## config.mk

```make
export PLATFORM = sky130hd
export DESIGN_NAME = qdr_b4_sram
export DESIGN_NICKNAME = d
export VERILOG_FILES = /design/src/rtl/qdr_pkg.sv /design/src/rtl/qdr_burst_seq.sv /design/src/rtl/qdr_wr_stage.sv /design/src/rtl/qdr_array.sv /design/src/rtl/qdr_rd_path.sv /design/src/rtl/qdr_b4_sram.sv
export SDC_FILE = /design/constraint.sdc
export NUM_CORES = 1
export LEC_CHECK = 0
export BUFFER_PORTS_ARGS = -buffer_cell sky130_fd_sc_hd__buf_2
export CAP_MARGIN = 10
export CORE_ASPECT_RATIO = 1.2
export CORE_MARGIN = 8
export CORE_UTILIZATION = 55
export DETAILED_ROUTE_END_ITERATION = 12
export GPL_TIMING_DRIVEN = 0
export PLACE_DENSITY_LB_ADDON = 0.2
export SYNTH_ARGS = -nofsm -noshare
export SYNTH_HDL_FRONTEND = slang
export SYNTH_SLANG_ARGS = --single-unit
```

## constraint.sdc

```tcl
create_clock -name clk -period 7.09 [get_ports clk]
set_clock_uncertainty 0.05 [all_clocks]
set_input_delay 1.418 -clock clk [delete_from_list [all_inputs] [get_ports clk]]
set_output_delay 1.418 -clock clk [all_outputs]
set_load 0.005 [all_outputs]
```

## src/rtl/qdr_pkg.sv

```systemverilog
package qdr_pkg;
  localparam int BURST_LEN = 4;
  localparam int IDX_W     = $clog2(BURST_LEN);
  localparam int RD_LEAD   = 1;
  localparam int WR_LEAD   = 2;

  typedef enum logic {
    PH_KBAR = 1'b0,
    PH_K    = 1'b1
  } qdr_phase_e;
endpackage

```

## src/rtl/qdr_burst_seq.sv

```systemverilog
module qdr_burst_seq import qdr_pkg::*; #(
  parameter int AW   = 6,
  parameter int LEAD = 1
) (
  input  logic          clk,
  input  logic          rst_n,
  input  logic          k_edge,
  input  logic          sel_n,
  input  logic [AW-1:0] addr,
  output logic          acc,
  output logic          word_due,
  output logic [AW-1:0] word_addr
);
  localparam int BW = AW - IDX_W;

  logic [IDX_W-1:0] cool_q;
  logic             start;
  logic [BW-1:0]    start_base;
  logic             dact_q;
  logic [IDX_W-1:0] didx_q;
  logic [BW-1:0]    dbase_q;
  logic             unused_lo;

  assign unused_lo = ^addr[IDX_W-1:0];
  assign acc = rst_n && k_edge && !sel_n && (cool_q == '0);

  always_ff @(posedge clk) begin
    if (!rst_n)            cool_q <= '0;
    else if (acc)          cool_q <= IDX_W'(BURST_LEN - 1);
    else if (cool_q != '0) cool_q <= cool_q - 1'b1;
  end

  generate
    if (LEAD == 1) begin : g_direct
      assign start      = acc;
      assign start_base = addr[AW-1:IDX_W];
    end else begin : g_delay
      logic [LEAD-2:0] pend_q;
      logic [BW-1:0]   pbase_q [LEAD-1];
      always_ff @(posedge clk) begin
        if (!rst_n) pend_q <= '0;
        else begin
          pend_q[0] <= acc;
          for (int k = 1; k < LEAD - 1; k++) pend_q[k] <= pend_q[k-1];
        end
      end
      always_ff @(posedge clk) begin
        pbase_q[0] <= addr[AW-1:IDX_W];
        for (int k = 1; k < LEAD - 1; k++) pbase_q[k] <= pbase_q[k-1];
      end
      assign start      = pend_q[LEAD-2];
      assign start_base = pbase_q[LEAD-2];
    end
  endgenerate

  always_ff @(posedge clk) begin
    if (!rst_n) begin
      dact_q <= 1'b0;
      didx_q <= '0;
    end else if (start) begin
      dact_q <= 1'b1;
      didx_q <= '0;
    end else if (dact_q) begin
      didx_q <= didx_q + 1'b1;
      if (didx_q == IDX_W'(BURST_LEN - 1)) dact_q <= 1'b0;
    end
  end

  always_ff @(posedge clk) begin
    if (start) dbase_q <= start_base;
  end

  assign word_due  = dact_q;
  assign word_addr = {dbase_q, didx_q};


  burst_gap_chk: assert property (@(posedge clk) disable iff (!rst_n)
    acc |-> (!$past(acc) && !$past(acc, 2) && !$past(acc, 3)));
endmodule

```

## src/rtl/qdr_wr_stage.sv

```systemverilog
module qdr_wr_stage #(
  parameter int AW = 6,
  parameter int DW = 16,
  parameter int NB = 2
) (
  input  logic          clk,
  input  logic          rst_n,
  input  logic          due,
  input  logic [AW-1:0] waddr,
  input  logic [DW-1:0] wdata,
  input  logic [NB-1:0] wbe_n,
  output logic          stg_valid,
  output logic [AW-1:0] stg_addr,
  output logic [DW-1:0] stg_data,
  output logic [NB-1:0] stg_be
);
  always_ff @(posedge clk) begin
    if (!rst_n) stg_valid <= 1'b0;
    else        stg_valid <= due;
  end

  always_ff @(posedge clk) begin
    if (due) begin
      stg_addr <= waddr;
      stg_data <= wdata;
      stg_be   <= ~wbe_n;
    end
  end
endmodule

```

## src/rtl/qdr_array.sv

```systemverilog
module qdr_array #(
  parameter int DEPTH  = 64,
  parameter int AW     = 6,
  parameter int DW     = 16,
  parameter int BYTE_W = 8,
  parameter int NB     = 2
) (
  input  logic          clk,
  input  logic          we,
  input  logic [AW-1:0] waddr,
  input  logic [DW-1:0] wdata,
  input  logic [NB-1:0] wbe,
  input  logic [AW-1:0] raddr,
  output logic [DW-1:0] rdata
);
  logic [DW-1:0] mem [DEPTH];

  always_ff @(posedge clk) begin
    if (we) begin
      for (int b = 0; b < NB; b++) begin
        if (wbe[b]) mem[waddr][b*BYTE_W +: BYTE_W] <= wdata[b*BYTE_W +: BYTE_W];
      end
    end
  end

  assign rdata = mem[raddr];
endmodule

```

## src/rtl/qdr_rd_path.sv

```systemverilog
module qdr_rd_path #(
  parameter int AW     = 6,
  parameter int DW     = 16,
  parameter int BYTE_W = 8,
  parameter int NB     = 2
) (
  input  logic          clk,
  input  logic          rst_n,
  input  logic          due,
  input  logic [AW-1:0] raddr,
  input  logic [DW-1:0] arr_rdata,
  input  logic          stg_valid,
  input  logic [AW-1:0] stg_addr,
  input  logic [DW-1:0] stg_data,
  input  logic [NB-1:0] stg_be,
  output logic          rd_valid,
  output logic [DW-1:0] rd_data
);
  logic          hit;
  logic [DW-1:0] merged;

  assign hit = stg_valid && (stg_addr == raddr);

  always_comb begin
    merged = arr_rdata;
    for (int b = 0; b < NB; b++) begin
      if (hit && stg_be[b]) merged[b*BYTE_W +: BYTE_W] = stg_data[b*BYTE_W +: BYTE_W];
    end
  end

  always_ff @(posedge clk) begin
    if (!rst_n || !due) begin
      rd_valid <= 1'b0;
      rd_data  <= '0;
    end else begin
      rd_valid <= 1'b1;
      rd_data  <= merged;
    end
  end


  fwd_full_word_chk: assert property (@(posedge clk) disable iff (!rst_n)
    (due && hit && (&stg_be)) |=> (rd_data == $past(stg_data)));
endmodule

```

## src/rtl/qdr_b4_sram.sv

```systemverilog
module qdr_b4_sram import qdr_pkg::*; #(
  parameter  int DEPTH  = 64,
  parameter  int DW     = 16,
  parameter  int BYTE_W = 8,
  localparam int AW     = $clog2(DEPTH),
  localparam int NB     = DW / BYTE_W
) (
  input  logic          clk,
  input  logic          rst_n,
  output logic          k_slot,
  input  logic          rd_sel_n,
  input  logic          wr_sel_n,
  input  logic [AW-1:0] addr,
  input  logic [DW-1:0] wr_data,
  input  logic [NB-1:0] wr_be_n,
  output logic          rd_valid,
  output logic [DW-1:0] rd_data
);
  qdr_phase_e    ph_q;
  logic          k_edge;
  logic          rd_acc, wr_acc;
  logic          rd_due, wr_due;
  logic [AW-1:0] rd_waddr, wr_waddr;
  logic          stg_valid;
  logic [AW-1:0] stg_addr;
  logic [DW-1:0] stg_data;
  logic [NB-1:0] stg_be;
  logic [DW-1:0] arr_rdata;

  always_ff @(posedge clk) begin
    if (!rst_n)            ph_q <= PH_K;
    else if (ph_q == PH_K) ph_q <= PH_KBAR;
    else                   ph_q <= PH_K;
  end

  assign k_edge = (ph_q == PH_K);
  assign k_slot = k_edge;

  qdr_burst_seq #(.AW(AW), .LEAD(RD_LEAD)) i_rd_seq (
    .clk(clk), .rst_n(rst_n), .k_edge(k_edge), .sel_n(rd_sel_n), .addr(addr),
    .acc(rd_acc), .word_due(rd_due), .word_addr(rd_waddr)
  );

  qdr_burst_seq #(.AW(AW), .LEAD(WR_LEAD)) i_wr_seq (
    .clk(clk), .rst_n(rst_n), .k_edge(k_edge), .sel_n(wr_sel_n), .addr(addr),
    .acc(wr_acc), .word_due(wr_due), .word_addr(wr_waddr)
  );

  qdr_wr_stage #(.AW(AW), .DW(DW), .NB(NB)) i_wr_stage (
    .clk(clk), .rst_n(rst_n), .due(wr_due), .waddr(wr_waddr), .wdata(wr_data),
    .wbe_n(wr_be_n), .stg_valid(stg_valid), .stg_addr(stg_addr),
    .stg_data(stg_data), .stg_be(stg_be)
  );

  qdr_array #(.DEPTH(DEPTH), .AW(AW), .DW(DW), .BYTE_W(BYTE_W), .NB(NB)) i_array (
    .clk(clk), .we(stg_valid), .waddr(stg_addr), .wdata(stg_data), .wbe(stg_be),
    .raddr(rd_waddr), .rdata(arr_rdata)
  );

  qdr_rd_path #(.AW(AW), .DW(DW), .BYTE_W(BYTE_W), .NB(NB)) i_rd_path (
    .clk(clk), .rst_n(rst_n), .due(rd_due), .raddr(rd_waddr), .arr_rdata(arr_rdata),
    .stg_valid(stg_valid), .stg_addr(stg_addr), .stg_data(stg_data), .stg_be(stg_be),
    .rd_valid(rd_valid), .rd_data(rd_data)
  );


  rd_window_chk: assert property (@(posedge clk) disable iff (!rst_n)
    rd_acc |-> ##2 rd_valid ##1 rd_valid ##1 rd_valid ##1 rd_valid);


  wr_capture_chk: assert property (@(posedge clk) disable iff (!rst_n)
    wr_acc |-> ##3 stg_valid ##1 stg_valid ##1 stg_valid ##1 stg_valid);


  idle_zero_chk: assert property (@(posedge clk) disable iff (!rst_n)
    !rd_valid |-> (rd_data == '0));


  k_only_accept_chk: assert property (@(posedge clk) disable iff (!rst_n)
    (rd_acc || wr_acc) |=> !k_slot);
endmodule

```

Word-level counts from Yosys, hierarchy flattened:

Memory sizes are Yosys's and may differ from the RTL's. A register that Yosys moved wholly into a read port is not among the register bits.
Index checks and enable logic that the tools add are counted.
Widths: inputs -> output; s select.

* input bits: 28
* flip-flop bits (word level): 42
* memories: 2
* word-level logic and storage cells: 60
* RAM bits: 1028

Memory list
* i_array.mem: depth 64, bits a word 16, rd ports 1, clocked after memory_dff 1, wr ports 1, RTL line qdr_array.sv:16 `logic [DW-1:0] mem [DEPTH];`
* i_wr_seq.g_delay.pbase_q: depth 1, bits a word 4, rd ports 1, clocked after memory_dff 1, wr ports 1, RTL line qdr_burst_seq.sv:39 `logic [BW-1:0] pbase_q [LEAD-1];`

* reduce and logical (&&, ||, !) cells: 18
* equal/unequal tests: 2
* bitwise logic cells: 2
* mux-type cells: 18
* $add $sub $neg: 4

Operators by type and width (count)
* $mux 1: 14
* $mux 2: 4
* $reduce_bool 2->1: 4
* $logic_and 1x1->1: 5
* $add 2x1->2 const B: 2
* $eq 2x2->1 const B: 2
* $logic_not 1->1: 4
* $logic_not 2->1: 2
* $reduce_or 2->1: 2
* $sub 2x1->2 const B: 2
* $not 2->2: 1
* $logic_or 1x1->1: 1
* $not 1->1: 1

Depth between registers and ports, before layout:

Gate-level depths: netlist of run 1.

* word-level depth: 4
* mapped depth: 10
* depth with buffers taken out: 6

By module:

A second synthesis of run 1 with hierarchy kept.

* cell total of the unflattened synthesis: 2065
* area, all modules: 42406.9 µm²

By module, submodules not included
* qdr_array: times used 1, cells an instance 1890, area an instance 40000.9 µm²
* qdr_rd_path: times used 1, cells an instance 82, area an instance 784.5 µm²
* qdr_wr_stage: times used 1, cells an instance 28, area an instance 754.5 µm²
* qdr_burst_seq at i_wr_seq: times used 1, cells an instance 34, area an instance 473.0 µm²
* qdr_burst_seq at i_rd_seq: times used 1, cells an instance 29, area an instance 370.4 µm²
* qdr_b4_sram: times used 1, cells an instance 2, area an instance 23.8 µm²

Worst setup path before layout of run 1:

OpenSTA, ideal clock, no wires.

* kind: register -> register
* start: register i_wr_stage.stg_addr[1]
* end: memory i_array.mem[57][0] (enable)
* clock period less this slack: 2.455 ns
* required time: 6.669 ns
* arrival time: 2.035 ns
* slack: 4.635 ns
* path buffers: 3
* stages on the path, launching flop included: 7
* cells stage by stage: edfxtp_1 -> clkbuf_1 -> or3b_2 -> clkbuf_1 -> or2_2 -> clkbuf_1 -> nor2_1

RTL lines
* start: declaration: RTL line qdr_wr_stage.sv:13 `output logic [AW-1:0] stg_addr,`
* start signal: assignment: RTL line qdr_wr_stage.sv:24 `stg_addr <= waddr;`
* end: declaration: RTL line qdr_array.sv:16

Straight into the memory's write port.

==> results.json, run 1 <==
{
  "yosysTopAreaCell": "edfxtp_1",
  "arrival_ns": 4.54,
  "yosys_warnings": 0,
  "outcome": "finished clean",
  "critPathRequiredTime_ns": 7.56,
  "grt_overflow": 0,
  "synth.avg_cell_area_um2": 20.9,
  "p_leak_nw": 14.9,
  "finalHoldViolCount": 0,
  "vias": 21700,
  "num_antenna_cells": 0,
  "max-slew-margin-rel_pct": 8.76,
  "synth_top_cells_by_area": "edfxtp_1, mux4_2, mux2i_1, dfxtp_1, nor2_1",
  "fmax_mhz": 246,
  "clock_path_buffers": 3,
  "crit_fanout": 10,
  "setup.worst_path.start_class": "flop",
  "slew_violations": 0,
  "fin_crit_ns": 4.06,
  "dieArea_mm2": 0.0856,
  "cts_hold_buf": 0,
  "cts_max_level": 3,
  "drive_above_1_share_pct": 24.9,
  "gr-usage-all-layers_pct": 27.5,
  "ys_seq_area_share_pct": 77.1,
  "power_frac_comb_pct": 9.7,
  "cts_buffers": 100,
  "setup-tns-final_ns": 0,
  "final_util_pct": 62.6,
  "gp_congestion": 0.891,
  "fp-row-count": 111,
  "wl_um": 117000,
  "rsz0062_at_grt": "false",
  "ys_ff_latch": 1090,
  "cts_resized": 0,
  "firstDrtPassIters": 5,
  "cts_tree": "done",
  "wire_per_inst_um": 35.6,
  "grt_util_met2_pct": 43.0,
  "port_buffers": 43,
  "dp_slack_ns": 3.18,
  "die_w_um": 268,
  "tightest_slew_ns": 1.37,
  "drtAntennaViolNets": 0,
  "yosysMostFrequentCell": "edfxtp_1",
  "fillCellCount": 5267,
  "cts_root_buf": "clkbuf_16",
  "setup_viol": 0,
  "busiest_layer": "met2",
  "nets": 2220,
  "synth_cells": 2011,
  "clockPowerShare_pct": 38.7,
  "cts.sinks": 1090,
  "multiInputGateArea_mm2": 0.00893,
  "intPower_mw": 10.7,
  "area_delta_synth_final_pct": 13.3,
  "synth_nets": 2043,
  "clkLatencyLatePin_ns": 0.68,
  "synth_edf_count": 1056,
  "crit_type": "flop to flop",
  "yosys-top-cells-count": "edfxtp_1, mux4_2, nor2_1, mux2i_1, nand3_1",
  "vdd_drop_max_mv": 0.275,
  "start_util_pct": 55.2,
  "grtUsageMet1_pct": 36.0,
  "grt_first_pass_wirelength_um": 163000,
  "max_cap_violations": 0,
  "io_pins": 46,
  "vias_per_cell": 6.61,
  "r2r_slack_ns": 3.03,
  "path_clk_slew_ns": 0.06,
  "hpwl_um": 78500,
  "grtUsageMet3_pct": 6.09,
  "cts_setup_buffers": 0,
  "p_sw_mw": 3.19,
  "grt_pass1_vias": 21900,
  "worst_r2r_path_depth": 8,
  "grt_max_degree": 38,
  "switching_share_pct": 23.0,
  "synth_top_area_share_pct": 75.4,
  "yosysUniqueCellTypes": 48,
  "hold_path.class": "flop to flop",
  "drt-initial-drc-count": 3087,
  "route.detailed.drc": 0,
  "powerDensity_mw_per_mm2": 291,
  "die_h_um": 319,
  "coreArea_mm2": 0.0761,
  "final.setup.worst_slack_ns": 3.03,
  "antenna_found_initial": 1,
  "holdPathStages": 0,
  "netlist_area_mm2": 0.0420,
  "synthFlopType": "edfxtp_1",
  "seqPwrFrac_pct": 51.6,
  "seq_area_mm2": 0.0324,
  "period_share_pct": 57.3,
  "ys_async_sr_fraction_pct": 0,
  "cp-end-kind": "flop"
}
==> final timing paths <==
path,start,endpoint
setup / recovery,i_rd_seq.dbase_q[0],i_rd_path.rd_data[15]
hold / removal,i_wr_seq.g_delay.pbase_q[0][3],i_wr_seq.dbase_q[3]
setup reg to reg,i_rd_seq.dbase_q[0],i_rd_path.rd_data[15]
hold reg to reg,i_wr_seq.g_delay.pbase_q[0][3],i_wr_seq.dbase_q[3]
==> cells in the final DEF (no fill, tap or decap), types with 5 or more instances in the layout <==
master	synthesis	layout
mux2i_1	70	70
clkbuf_16	0	104
buf_1	6	6
mux2_2	6	6
clkbuf_2	2	5
or3b_2	7	7
nor2_1	141	141
buf_4	17	17
nand2_1	40	40
and2_1	7	7
clkbuf_1	51	69
inv_1	14	14
clkinv_2	0	22
nor4_1	6	6
clkinv_1	0	14
a32oi_1	6	6
buf_6	16	16
o22ai_1	28	28
a21oi_1	23	23
bufinv_16	0	6
nor2b_1	16	16
nand3_1	60	60
clkbuf_8	0	11
buf_16	0	30
nand2b_1	8	8
nand4_1	7	7
xor2_1	6	6
nand3b_1	9	9
or2_2	13	13
mux4_2	249	249
buf_2	26	69
a22oi_1	36	36
a221oi_1	6	6
edfxtp_1	1056	1056
dfxtp_1	34	34
a2111oi_0	6	6
==> flip-flops by register name, summed over array words and instances (netlist names) <==
register and cells:
i_wr_seq.g_delay.pend_q 1, i_wr_seq.word_due 1, i_wr_seq.didx_q 2, i_wr_stage.stg_valid 1, i_wr_stage.stg_be 2, i_wr_stage.stg_data 16
i_wr_seq.g_delay.pbase_q 4, i_rd_seq.cool_q 2, i_rd_seq.word_due 1, i_rd_seq.didx_q 2, i_wr_stage.stg_addr 6, k_slot 1
i_rd_path.rd_data 16, i_wr_seq.dbase_q 4, i_wr_seq.cool_q 2, i_array.mem 1024, i_rd_path.rd_valid 1, i_rd_seq.dbase_q 4
==> final cells by class <==
| class | instances | area share [%] |
|---|---|---|
| sequential | 1090 | 68.0 |
| multi-input combinational | 789 | 18.7 |
| clock buffer | 136 | 5.95 |
| tap | 1017 | 2.67 |
| timing repair buffer | 75 | 2.25 |
| buffer | 118 | 1.40 |
| clock inverter | 50 | 0.893 |
| inverter | 14 | 0.110 |
==> cells by family (layout without fill, tap and decap cells) <==
kind of cell | Yosys count | in the layout | share of synthesized area [%]
fa+ha+maj | 4 | 4 | 0.119
xor+xnor | 8 | 8 | 0.167
compound gates | 124 | 124 | 2.06
buf+inv | 132 | 393 | 1.70
simple gates | 328 | 328 | 3.74
mux | 325 | 325 | 15.2
flops | 1090 | 1090 | 77.1
==> per-stage QoR <==
stage	std cells	power (mW)	area (um^2)	hold slack, ns
floorplan	2011	8.07	42000	0.336
global placement	3071	8.55	43500	0.337
detailed placement	3103	8.62	44400	0.339
CTS	3289	13.9	47600	0.354
global route	3289	14.1	47600	0.360
finish	3289	13.9	47600	0.353
==> power groups by stage <==
stage / Combinational (mW) / Clock [mW] / Sequential, mW
final: 1.35 / 5.36 / 7.15
after global routing: 1.39 / 5.59 / 7.15
after CTS: 1.34 / 5.38 / 7.15
after detailed placement: 1.33 / 0 / 7.28
after global placement: 1.19 / 0 / 7.35
after floorplan: 0.762 / 0 / 7.30
==> critical path, stage by stage (launching register included) <==
cell and delay, ns:
edfxtp_1 0.39, buf_2 0.41, buf_2 0.46, buf_1 0.74, nand3b_1 0.75, o22ai_1 0.58, a21oi_1 0.17, nand3_1 0.20
nand3_1 0.14
==> metal layers <==
metal,wire (um),vias to the layer above
li1,-,8671
met1,42100,11300
met2,55300,1489
met3,12400,291
met4,7200,0
met5,0,-
Note: power is estimated with default switching activity, not from simulation.
==> inputs of run 2 (changes only) <==
==> constraint.sdc (replaced) <==
create_clock -name clk -period 3.84 [get_ports clk]
set_clock_uncertainty 0.05 [all_clocks]
set_input_delay 0.768 -clock clk [delete_from_list [all_inputs] [get_ports clk]]
set_output_delay 0.768 -clock clk [all_outputs]
set_load 0.005 [all_outputs]
==> results.json, run 2 (synthesized netlist as in run 1, its figures left out) <==
{
  "outcome": "complete, but fails checks",
  "violations": "negative setup slack",
  "clock_path_buffers": 3,
  "cts_max_level": 3,
  "critPathRequiredTime_ns": 4.32,
  "gr-usage-all-layers_pct": 27.4,
  "cp.buffers_inverters": 2,
  "antenna_found_initial": 1,
  "crit_fanout": 10,
  "cp-end-kind": "flop",
  "nets": 2218,
  "gp_congestion": 0.891,
  "grt_first_pass_wirelength_um": 163000,
  "largest_reg_flops": 1024,
  "arrival_ns": 4.41,
  "stdcell_area_mm2": 0.0476,
  "port_buffers": 43,
  "cts_buffers": 100,
  "tightest_slew_ns": 1.39,
  "max_cap_violations": 0,
  "reg.largest.list": "i_array.mem: 1024 flops, i_rd_path.rd_data: 16 flops, i_wr_stage.stg_data: 16 flops",
  "wire_per_inst_um": 35.5,
  "setup_viol": 1,
  "drive_above_1_share_pct": 25.1,
  "final_common_cell": "edfxtp_1",
  "coreArea_mm2": 0.0761,
  "cts_setup_buffers": 0,
  "cts_tree": "done",
  "path_delay_family": "buffers and inverters",
  "dieArea_mm2": 0.0856,
  "finalPower_mw": 25.6,
  "crit_slowest_cell": "clkbuf_1",
  "num_antenna_cells": 0,
  "max_stage_delay_ns": 0.99,
  "vdd_drop_max_mv": 0.499,
  "grt_pass1_vias": 22000,
  "final_util_pct": 62.6,
  "cp_cell_sequence": "clkbuf_1 -> clkbuf_1 -> nand3b_1 -> o22ai_1 -> a21oi_1 -> nand3_1 -> nand3_1",
  "final.setup.worst_slack_ns": -0.0928,
  "drtAntennaViolNets": 0,
  "vias_per_cell": 6.61,
  "p_leak_nw": 14.9,
  "cts_root_buf": "clkbuf_16",
  "regMostFlops": "i_array.mem",
  "finalHoldViolCount": 0,
  "setup.worst_path.start_class": "flop",
  "fin_crit_ns": 3.93,
  "fp-row-count": 111,
  "firstDrtPassIters": 6,
  "slew_violations": 0,
  "drt-initial-drc-count": 3021,
  "start_util_pct": 55.2,
  "vias": 21700,
  "area_delta_synth_final_pct": 13.3,
  "die_w_um": 268,
  "powerDensity_mw_per_mm2": 537,
  "hold_path.class": "primary input to flop",
  "fmax_mhz": 254,
  "route.detailed.drc": 0,
  "grt_max_degree": 38,
  "fin_cells": 3287,
  "placedInstanceArea_mm2": 0.0444,
  "crit_type": "flop to flop",
  "clkLatencyLatePin_ns": 0.69,
  "dp_cells": 3103,
  "cts.sinks": 1090,
  "die_h_um": 319,
  "rsz0062_at_grt": "false",
  "fillCellCount": 5267,
  "mostFrequentLayoutCells": "edfxtp_1, mux4_2, nor2_1, clkbuf_16, mux2i_1",
  "max-slew-margin-rel_pct": 7.60,
  "period_share_pct": 102,
  "path_clk_slew_ns": 0.06,
  "io_pins": 46,
  "wl_um": 117000,
  "grt_overflow": 0,
  "hpwl_um": 78500
}
run 2: cell count changes in the layout (fill, tap and decap cells not counted):
cell    delta
nor2_2     +4
nor2_1     -4
buf_1      -2
run 2: cell type report:
type | instances | area, um^2 | area share, %
plain buffers | 116 | 658 | 1.38
clock buffers | 136 | 2830 | 5.95
clock inverters | 50 | 425 | 0.893
inverters | 14 | 52.6 | 0.110
multi-input cells | 789 | 8940 | 18.8
flip-flops and latches | 1090 | 32400 | 68.0
well taps | 1017 | 1270 | 2.67
repair buffers | 75 | 1070 | 2.25
run 2: where the power goes:
group | switching [mW] | internal, mW
sequential | 0.0882 | 13.1
clock | 4.33 | 5.58
combinational | 1.47 | 1.01
total | 5.88 | 19.7
run 2: worst register-to-register path: cells and delay by family (launching register included):
kind | cells | cell delay (ns)
flip-flops | 1 | 0.40
buffers and inverters | 2 | 1.35
AND/OR/NAND/NOR | 3 | 1.22
AO/OA/AOI/OAI | 2 | 0.77
run 2: path summary, 6_finish.rpt:
check,from,to,slack [ns],depth (start not counted)
worst max-delay path,i_rd_seq.dbase_q[3],i_rd_path.rd_data[15],-0.09,7
worst min-delay path,addr[3],i_wr_seq.g_delay.pbase_q[0][1],0.16,1
worst max register to register,i_rd_seq.dbase_q[3],i_rd_path.rd_data[15],-0.09,7
worst min register to register,i_wr_seq.g_delay.pbase_q[0][3],i_wr_seq.dbase_q[3],0.35,0
run 2: timing repair:
| item | in CTS | in global routing |
|---|---|---|
| gates cloned | 0 | 0 |
| endpoints found under the setup margin | 1 | 17 |
| gates resized for setup | 0 | 4 |
| hold buffers | 0 | 0 |
run 2: through the flow:
step	setup TNS [ns]	setup slack (ns)	hold slack, ns
2_1_floorplan	0	1.38	0.336
3_3_place_gp	-0.0333	-0.0333	0.337
3_5_place_dp	-0.0725	-0.0725	0.339
4_1_cts	0	0.111	0.138
5_1_grt	0	0.00116	0.160
6_report	-0.0928	-0.0928	0.161
run 2: routing by layer:
layer  vias up  global-route usage, %  part of all wire, %
li1       8682                      -                    -
met1     11300                   35.9                   36
met2      1476                   42.7                   47
met3       298                   6.16                   11
met4         0                   15.2                  6.2
met5         -                      0                    0
